$ cat src/rtl/jt_pkg.sv
package jt_pkg;
    typedef enum logic [1:0] {
        ST_IDLE = 2'd0,
        ST_REQ  = 2'd1,
        ST_WAIT = 2'd2
    } jt_state_e;

    typedef struct packed {
        jt_state_e   st;
        logic [31:0] addr;
        logic        link;
        logic [31:0] link_val;
        logic        done;
        logic        redir;
        logic [31:0] tgt;
        logic        lwe;
        logic        ill;
        logic        flt;
    } jt_regs_t;
endpackage

$ cat src/rtl/jt_decode.sv
module jt_decode #(
    parameter int XLEN       = 32,
    parameter int IDX_W      = 8,
    parameter int MODE_W     = 6,
    parameter int LINK_SPLIT = 32,
    parameter int INSN_BYTES = 2
) (
    input  logic [IDX_W-1:0] index_i,
    input  logic [XLEN-1:0]  jvt_i,
    input  logic [XLEN-1:0]  pc_i,
    output logic             mode_bad_o,
    output logic [XLEN-1:0]  entry_addr_o,
    output logic             is_link_o,
    output logic [XLEN-1:0]  link_val_o
);
    localparam int WORD_SHIFT = $clog2(XLEN / 8);

    logic [XLEN-1:0] base_d;
    logic [XLEN-1:0] offs_d;

    always_comb begin
        mode_bad_o   = |jvt_i[MODE_W-1:0];
        base_d       = {jvt_i[XLEN-1:MODE_W], {MODE_W{1'b0}}};
        offs_d       = XLEN'(index_i) << WORD_SHIFT;
        entry_addr_o = base_d + offs_d;
        is_link_o    = (int'(index_i) >= LINK_SPLIT);
        link_val_o   = pc_i + XLEN'(INSN_BYTES);
    end
endmodule

$ cat src/rtl/jt_seq.sv
module jt_seq
    import jt_pkg::*;
#(
    parameter int XLEN = 32
) (
    input  logic            clk,
    input  logic            rst_n,
    input  logic            start_i,
    input  logic            mode_bad_i,
    input  logic [XLEN-1:0] entry_addr_i,
    input  logic            is_link_i,
    input  logic [XLEN-1:0] link_val_i,
    output logic            busy_o,
    output logic            mem_req_valid_o,
    input  logic            mem_req_ready_i,
    output logic [XLEN-1:0] mem_req_addr_o,
    input  logic            mem_rsp_valid_i,
    input  logic [XLEN-1:0] mem_rsp_data_i,
    input  logic            mem_rsp_fault_i,
    output logic            done_o,
    output logic            redirect_valid_o,
    output logic [XLEN-1:0] redirect_pc_o,
    output logic            link_we_o,
    output logic [XLEN-1:0] link_data_o,
    output logic            illegal_o,
    output logic            access_fault_o
);
    jt_regs_t r_d, r_q;
    logic     accept_d;

    always_comb begin
        r_d       = r_q;
        r_d.done  = 1'b0;
        r_d.redir = 1'b0;
        r_d.lwe   = 1'b0;
        r_d.ill   = 1'b0;
        r_d.flt   = 1'b0;
        accept_d  = start_i && (r_q.st == ST_IDLE) && !r_q.done;
        unique case (r_q.st)
            ST_IDLE: begin
                if (accept_d) begin
                    if (mode_bad_i) begin
                        r_d.done = 1'b1;
                        r_d.ill  = 1'b1;
                    end else begin
                        r_d.st       = ST_REQ;
                        r_d.addr     = entry_addr_i;
                        r_d.link     = is_link_i;
                        r_d.link_val = link_val_i;
                    end
                end
            end
            ST_REQ: begin
                if (mem_req_ready_i) r_d.st = ST_WAIT;
            end
            ST_WAIT: begin
                if (mem_rsp_valid_i) begin
                    r_d.st    = ST_IDLE;
                    r_d.done  = 1'b1;
                    r_d.flt   = mem_rsp_fault_i;
                    r_d.redir = !mem_rsp_fault_i;
                    r_d.lwe   = !mem_rsp_fault_i && r_q.link;
                    r_d.tgt   = mem_rsp_data_i;
                end
            end
            default: r_d.st = ST_IDLE;
        endcase
    end

    always_ff @(posedge clk or negedge rst_n) begin
        if (!rst_n) r_q <= '0;
        else        r_q <= r_d;
    end

    assign busy_o           = (r_q.st != ST_IDLE) || r_q.done;
    assign mem_req_valid_o  = (r_q.st == ST_REQ);
    assign mem_req_addr_o   = r_q.addr;
    assign done_o           = r_q.done;
    assign redirect_valid_o = r_q.redir;
    assign redirect_pc_o    = r_q.tgt;
    assign link_we_o        = r_q.lwe;
    assign link_data_o      = r_q.link_val;
    assign illegal_o        = r_q.ill;
    assign access_fault_o   = r_q.flt;

    a_r4_req_held: assert property (@(posedge clk) disable iff (!rst_n)
        mem_req_valid_o && !mem_req_ready_i |=> mem_req_valid_o && $stable(mem_req_addr_o));
    a_r9_req_drops: assert property (@(posedge clk) disable iff (!rst_n)
        mem_req_valid_o && mem_req_ready_i |=> !mem_req_valid_o);
    a_r5_done_single: assert property (@(posedge clk) disable iff (!rst_n)
        done_o |=> !done_o);
    a_r2_illegal_quiet: assert property (@(posedge clk) disable iff (!rst_n)
        illegal_o |-> done_o && !redirect_valid_o && !link_we_o && !mem_req_valid_o);
    a_r7_fault_quiet: assert property (@(posedge clk) disable iff (!rst_n)
        access_fault_o |-> done_o && !redirect_valid_o && !link_we_o);
    a_r6_link_with_redirect: assert property (@(posedge clk) disable iff (!rst_n)
        link_we_o |-> redirect_valid_o);
    a_r5_results_in_done: assert property (@(posedge clk) disable iff (!rst_n)
        redirect_valid_o || illegal_o || access_fault_o |-> done_o);
    a_r2_mode_check: assert property (@(posedge clk) disable iff (!rst_n)
        start_i && !busy_o && mode_bad_i |=> illegal_o);
endmodule

$ cat src/rtl/jt_jump_unit.sv
module jt_jump_unit #(
    parameter int XLEN       = 32,
    parameter int IDX_W      = 8,
    parameter int MODE_W     = 6,
    parameter int LINK_SPLIT = 32,
    parameter int INSN_BYTES = 2,
    parameter int LINK_REG   = 1
) (
    input  logic             clk,
    input  logic             rst_n,
    input  logic             start_i,
    input  logic [IDX_W-1:0] index_i,
    input  logic [XLEN-1:0]  jvt_i,
    input  logic [XLEN-1:0]  pc_i,
    output logic             busy_o,
    output logic             mem_req_valid_o,
    input  logic             mem_req_ready_i,
    output logic [XLEN-1:0]  mem_req_addr_o,
    input  logic             mem_rsp_valid_i,
    input  logic [XLEN-1:0]  mem_rsp_data_i,
    input  logic             mem_rsp_fault_i,
    output logic             done_o,
    output logic             redirect_valid_o,
    output logic [XLEN-1:0]  redirect_pc_o,
    output logic             link_we_o,
    output logic [4:0]       link_rd_o,
    output logic [XLEN-1:0]  link_data_o,
    output logic             illegal_o,
    output logic             access_fault_o
);
    logic            mode_bad;
    logic [XLEN-1:0] entry_addr;
    logic            is_link;
    logic [XLEN-1:0] link_val;

    jt_decode #(
        .XLEN(XLEN), .IDX_W(IDX_W), .MODE_W(MODE_W),
        .LINK_SPLIT(LINK_SPLIT), .INSN_BYTES(INSN_BYTES)
    ) u_dec (
        .index_i(index_i), .jvt_i(jvt_i), .pc_i(pc_i),
        .mode_bad_o(mode_bad), .entry_addr_o(entry_addr),
        .is_link_o(is_link), .link_val_o(link_val)
    );

    jt_seq #(.XLEN(XLEN)) u_seq (
        .clk(clk), .rst_n(rst_n), .start_i(start_i),
        .mode_bad_i(mode_bad), .entry_addr_i(entry_addr),
        .is_link_i(is_link), .link_val_i(link_val),
        .busy_o(busy_o), .mem_req_valid_o(mem_req_valid_o),
        .mem_req_ready_i(mem_req_ready_i), .mem_req_addr_o(mem_req_addr_o),
        .mem_rsp_valid_i(mem_rsp_valid_i), .mem_rsp_data_i(mem_rsp_data_i),
        .mem_rsp_fault_i(mem_rsp_fault_i), .done_o(done_o),
        .redirect_valid_o(redirect_valid_o), .redirect_pc_o(redirect_pc_o),
        .link_we_o(link_we_o), .link_data_o(link_data_o),
        .illegal_o(illegal_o), .access_fault_o(access_fault_o)
    );

    assign link_rd_o = 5'(LINK_REG);
endmodule

$ cat config.mk
export PLATFORM = sky130hd
export DESIGN_NAME = jt_jump_unit
export DESIGN_NICKNAME = d
export VERILOG_FILES = /design/src/rtl/jt_pkg.sv /design/src/rtl/jt_decode.sv /design/src/rtl/jt_seq.sv /design/src/rtl/jt_jump_unit.sv
export SDC_FILE = /design/constraint.sdc
export NUM_CORES = 1
export LEC_CHECK = 0
export BUFFER_PORTS_ARGS = -buffer_cell sky130_fd_sc_hd__buf_4
export CAP_MARGIN = 0
export CORE_MARGIN = 2
export CORE_UTILIZATION = 46
export CTS_CLUSTER_DIAMETER = 200
export DETAILED_ROUTE_END_ITERATION = 16
export GPL_TIMING_DRIVEN = 0
export PLACE_DENSITY = 0.81
export SLEW_MARGIN = 20
export SYNTH_ARGS = -nofsm -noshare
export SYNTH_HDL_FRONTEND = slang
export SYNTH_HIERARCHICAL = 1
export SYNTH_SLANG_ARGS = --single-unit
$ cat constraint.sdc
create_clock -name clk -period 1.6 [get_ports clk]
set_clock_uncertainty 0.2 [all_clocks]
set_input_delay 0.24 -clock clk [delete_from_list [all_inputs] [get_ports clk]]
set_output_delay 0.24 -clock clk [all_outputs]
set_load 0.01 [all_outputs]
# [Word-level counts from Yosys, hierarchy flattened]
# Cells that the tools add are included.
[totals] register_bits=104 elab_cells=45 out_inout_bits=108 inputBits=110
[classes] n_eq_ne=6 bitwise_logic=1 addsub=2 n_lt_le_gt_ge=1 n_reduce_logical=12 mux=13
[op_table] op="$mux W68" n=1
[op_table] op="$mux W67" n=1
[op_table] op="$mux W35" n=1
[op_table] op="$mux W34" n=1
[op_table] op="$add A32 B10 Y32" n=1
[op_table] op="$add A32 B2 Y32 const B" n=1
[op_table] op="$ge A8 B6 Y1 const B" n=1
[op_table] op="$pmux W2 S3" n=1
[op_table] op="$reduce_or A6 Y1" n=1
[op_table] op="$mux W1" n=5
[op_table] op="$mux W2" n=2
[op_table] op="$ne A2 B1 Y1 const B" n=2
[op_table] op="$ne A2 B2 Y1 const B" n=2
[op_table] op="$reduce_and A4 Y1" n=1
[op_table] op="$logic_and A1 B1 Y1" n=3
[op_table] op="$reduce_and A3 Y1" n=1
[op_table] op="$eq A2 B1 Y1 const B" n=1
[op_table] op="$eq A2 B2 Y1 const B" n=1
[op_table] op="$logic_not A1 Y1" n=2
[op_table] op="$logic_not A2 Y1" n=1
[op_table] op="$pmux W1 S2" n=1
[op_table] op="$reduce_and A2 Y1" n=1
[op_table] op="$reduce_bool A2 Y1" n=1
[op_table] op="$logic_or A1 B1 Y1" n=1
[op_table] op="$not A1 Y1" n=1

# [Logic depth before layout (Yosys ltp)]
[logic_depth] depth_word=5 mapped_depth=9

# [Cells and area by module]
# The synthesis kept the hierarchy.
[by_module_without_submodules] mod="jt_seq" area_per_inst_um2=4788.3 cells_each=323 seq_area_each_um2=2602.5 n_inst=1
[by_module_without_submodules] mod="jt_decode" area_per_inst_um2=1276.2 cells_each=182 seq_area_each_um2=0.0 n_inst=1
[by_module_without_submodules] mod="jt_jump_unit" area_per_inst_um2=45.0 cells_each=7 seq_area_each_um2=0.0 n_inst=1

# [Least setup slack after synthesis]
# No wires, ideal clock.
[synth_timing] kind="in2reg" startpoint="in index_i[4]" endpoint="reg u_seq.r_q, in the netlist u_seq/mem_req_addr_o[24]" stages=9 slack_ns=-0.608 required_ns=1.275 n_path_buf=1 arrival_time_ns=1.883 cell_sequence="ha_1 > inv_1 > fa_1 > nor2b_1 > o31a_1 > clkbuf_1 > nand4_1 > xnor2_1 > mux2_2"
[synth_via] elab_chain_len=1
[synth_lines] item="start, declared" line="jt_jump_unit.sv:12" source="input logic [IDX_W-1:0] index_i,"
[synth_lines] item="$add A32 B10 Y32" line="jt_decode.sv:25" source="entry_addr_o = base_d + offs_d;"
[synth_lines] item="net entry_addr[24]" line="jt_jump_unit.sv:32" source="logic [XLEN-1:0] entry_addr;"
[synth_lines] item="end signal, assigned" line="jt_seq.sv:72" source="else r_q <= r_d;"
[synth_lines] item="end, declared" line="jt_seq.sv:28" source="jt_regs_t r_d, r_q;"
# The timed path passes the listed nets, and every way through them passes these cells.
# A chain may end at the register's enable or synchronous reset.

# [Worst setup path after layout]
[layout_timing] startpoint="in jvt_i[6]" endpoint="reg u_seq.r_q, in the netlist u_seq/mem_req_addr_o[16]"
[layout_via] elab_chain_len=1
[layout_lines] item="start, declared" line="jt_jump_unit.sv:13" source="input logic [XLEN-1:0] jvt_i,"
[layout_lines] item="$add A32 B10 Y32" line="jt_decode.sv:25"
[layout_lines] item="net entry_addr[16]" line="jt_jump_unit.sv:32"
# The timed path passes the listed nets, and every way through them passes these cells.

==> impl_metrics.ini <==
[pwr]
pwr_density_cell_nw_per_um2 = 848.5
peakVddDrop_uv = 524.6
power.leakage_nw = 4.680

[min_path]
hp-start = pc_i[1]
min_path_type = in -> reg

[cells_and_area]
final_nets = 914
drive_above_1_share_pct = 61.10
final_common_cell = buf_4
diodes = 0
mostFrequentLayoutCells = 318 x buf_4, 103 x dfrtp_1, 66 x mux2_4
syn_to_final_growth_pct = 51.61

[clock_tree]
root_buffer = clkbuf_16
cts.clk_slew.worst_paths_ns = 0.07
cts.htree.levels = 3
numCtsBuffers = 9
clk_path_buf_depth = 2
cts_num_sinks = 104
clock_latency_ns = 0.35
cts_tree = yes

[critical_path]
crit_top_cell = buf_6
cp_slowest_stage_delay_ns = 0.35
slowest_stage = fa_2
endpoint_kind = flip-flop
critPathMaxFanout = 5
crit_family = adder cells
crit_start = jvt_i[6]
worstPathArrival_ns = 1.90
setup.worst_path.class = in -> reg
r2r-start = u_seq/r_q[103]
worstSetupStartpointType = input port
path_cells = buf_6 > ha_4 > inv_2 > fa_2 > nor2b_2 > o31a_1 > buf_4 > buf_6 > nand4_1 > xnor2_1 > mux2_4
critPathBufInv = 4
worst_ep_required_time_ns = 1.64

[sta]
fin_crit_sh_pct = 116.1
timing.final.ws_setup_ns = -0.2583
hold_viol = 0
fin_setup_tns_ns = -14.56
rsz0062_at_grt = yes
min_period_ns = 1.858
timing.hold.ws_ns = 0.01535
setup_viol = 92
slew_headroom_pct = 44.29
drv_slew = 0
worst_pin_slew_ns = 0.8357
clock.fmax_mhz = 538.1

[logic_synthesis]
yosysSeqAreaShare_pct = 42.60
syn_inst = 512
synth-adder-area-share_pct = 1.352
synth_top_family_by_area = multiplexers
synth.area.top_cells = dfrtp_1 43%, buf_4 14%, mux2_2 11%, mux2_4 9.6%, xnor2_1 6.2%
synth-xor-area-share_pct = 7.454
synth_cell_types = 40
synth_compound_area_share_pct = 0.9011
synth_area_sq_um = 6110
synth_area_leader_cell = dfrtp_1
synthMuxAreaShare_pct = 20.27
ys_ff_latch = 104
yosys.area_share.simple_pct = 10.96
avgSynthCellArea_sq_um = 11.93
yosys_warnings = 6
yosys.area.top_type_share_pct = 42.60

[global_route]
grt_overflow_total = 0
grt_first_pass_wirelength_um = 24170
grt_max_degree = 105
grt_usage_pct = 21.47
grt_pass1_vias = 4881
antenna_found_initial = 0

[drt]
avgRoutedWirePerCell_um = 16.00
vias_per_cell = 4.760
drcViolationCount = 0
first_iter_violations = 221
drt-pass1-iter-count = 4
vias = 4655
drt-total-wl_um = 15650
antenna_left = 0

[floorplan]
fp.dieW_um = 119.2
die_h_um = 119.2
start_util_pct = 46.69
fp.dieArea_sq_um = 14220
rows = 42
core_region_area_sq_um = 13090
io_pins = 218

[job]
maxCapViolCount = 0

[placed_design]
gp_congestion = 0.8178
post-dp-hpwl_um = 10610
io_buffers = 207

[outcome]
violations = setup timing
status = finished with violations
synthesized netlist by cell type, drive strengths merged:
cell	count
buf	119
dfrtp	104
mux2	97
xnor2	43
nand3	21
nand4	20
nand2	17
nor2	15
inv	12
and3	10
xor2	9
ha	5
and2	4
nor4	4
a21oi	3
and4	3
conb	3
nor2b	3
nor3	3
nand2b	2
nand4b	2
o21ai	2
a21o	1
and3b	1
clkbuf	1
fa	1
nand3b	1
nor3b	1
o21a	1
o22ai	1
o31a	1
or2	1
or3	1
report_power, final:
group          leakage (nW)  internal, mW  switching, mW
sequential             1.38          2.99          0.209
clock                 0.134          1.21          0.995
combinational          3.16          1.59          0.864
total                  4.68          5.79           2.07
cell families (layout without fill, tap and decap cells):
| family | count (synthesis) | count (layout) |
|---|---|---|
| AOI/OAI and AO/OA | 9 | 9 |
| xor gates and xnor gates | 52 | 52 |
| adders and majority gates | 6 | 6 |
| buffers and inverters | 132 | 418 |
| DFF | 104 | 104 |
| muxes | 97 | 97 |
| other | 3 | 7 |
| and+or+nand+nor | 109 | 109 |
repair_timing:
item | CTS | global route
setup endpoints to repair | 95 | 114
gates cloned | 3 | 4
hold buffers | 42 | 0
gates resized for setup | 38 | 16
endpoints found under the hold margin | 147 | 0
setup buffers | 11 | 5
pin swaps | 6 | 7
registers in the layout (all words and copies together) (netlist names):
name and cells:
u_seq/access_fault_o 1, u_seq/redirect_valid_o 1, u_seq/done_o 1, u_seq/r_q 3, u_seq/mem_req_addr_o 32, u_seq/link_data_o 32
u_seq/redirect_pc_o 32, u_seq/illegal_o 1, u_seq/link_we_o 1
tightest hold or removal path, cell delays in order:
cell	delay [ns]
buf_4	0.12
inv_1	0.05
mux2_4	0.13
stage by stage:
step | total power [mW] | utilization (%) | area, sq um | cells | worst slack [ns]
3_3_place_gp | 5.435 | 61.66 | 8068 | 899 | -0.6328
3_5_place_dp | 5.522 | 61.68 | 8071 | 899 | -0.6977
5_1_grt | 8.226 | 70.79 | 9263 | 978 | -0.3071
4_1_cts | 7.901 | 69.43 | 9085 | 970 | -0.2290
6_report | 7.859 | 70.79 | 9263 | 978 | -0.2583
2_1_floorplan | 4.469 | - | 6294 | 516 | -0.4067
layer usage:
layer,wire (um),up-vias,global-route usage (%)
met2,8249,166,38.33
li1,-,2198,-
met3,879,37,4.693
met1,6107,2254,25.02
met5,0,-,0
met4,413,0,8.482
layout make-up:
class                           count  area, sq um
Multi-Input combinational cell    280         2768
Timing Repair Buffer              271         2317
Fill cell                         919         3822
Clock inverter                      6        70.07
Clock buffer                        9        225.2
Sequential cell                   104         2604
Tap cell                          176        220.2
Inverter                           12        45.04
Buffer                            120         1013
worst paths after layout:
check                      cells past startpoint  slack, ns                        to
setup / recovery                              11      -0.26  u_seq/mem_req_addr_o[16]
hold / removal                                 3       0.02      u_seq/link_data_o[1]
setup reg to reg                               5      -0.25      u_seq/link_data_o[6]
hold reg to reg                                1       0.30           u_seq/link_we_o
max in group asynchronous                      2       0.23            u_seq/r_q[103]
min in group asynchronous                      2       0.32     u_seq/link_data_o[12]
Note: power is estimated with default switching activity, not from simulation.
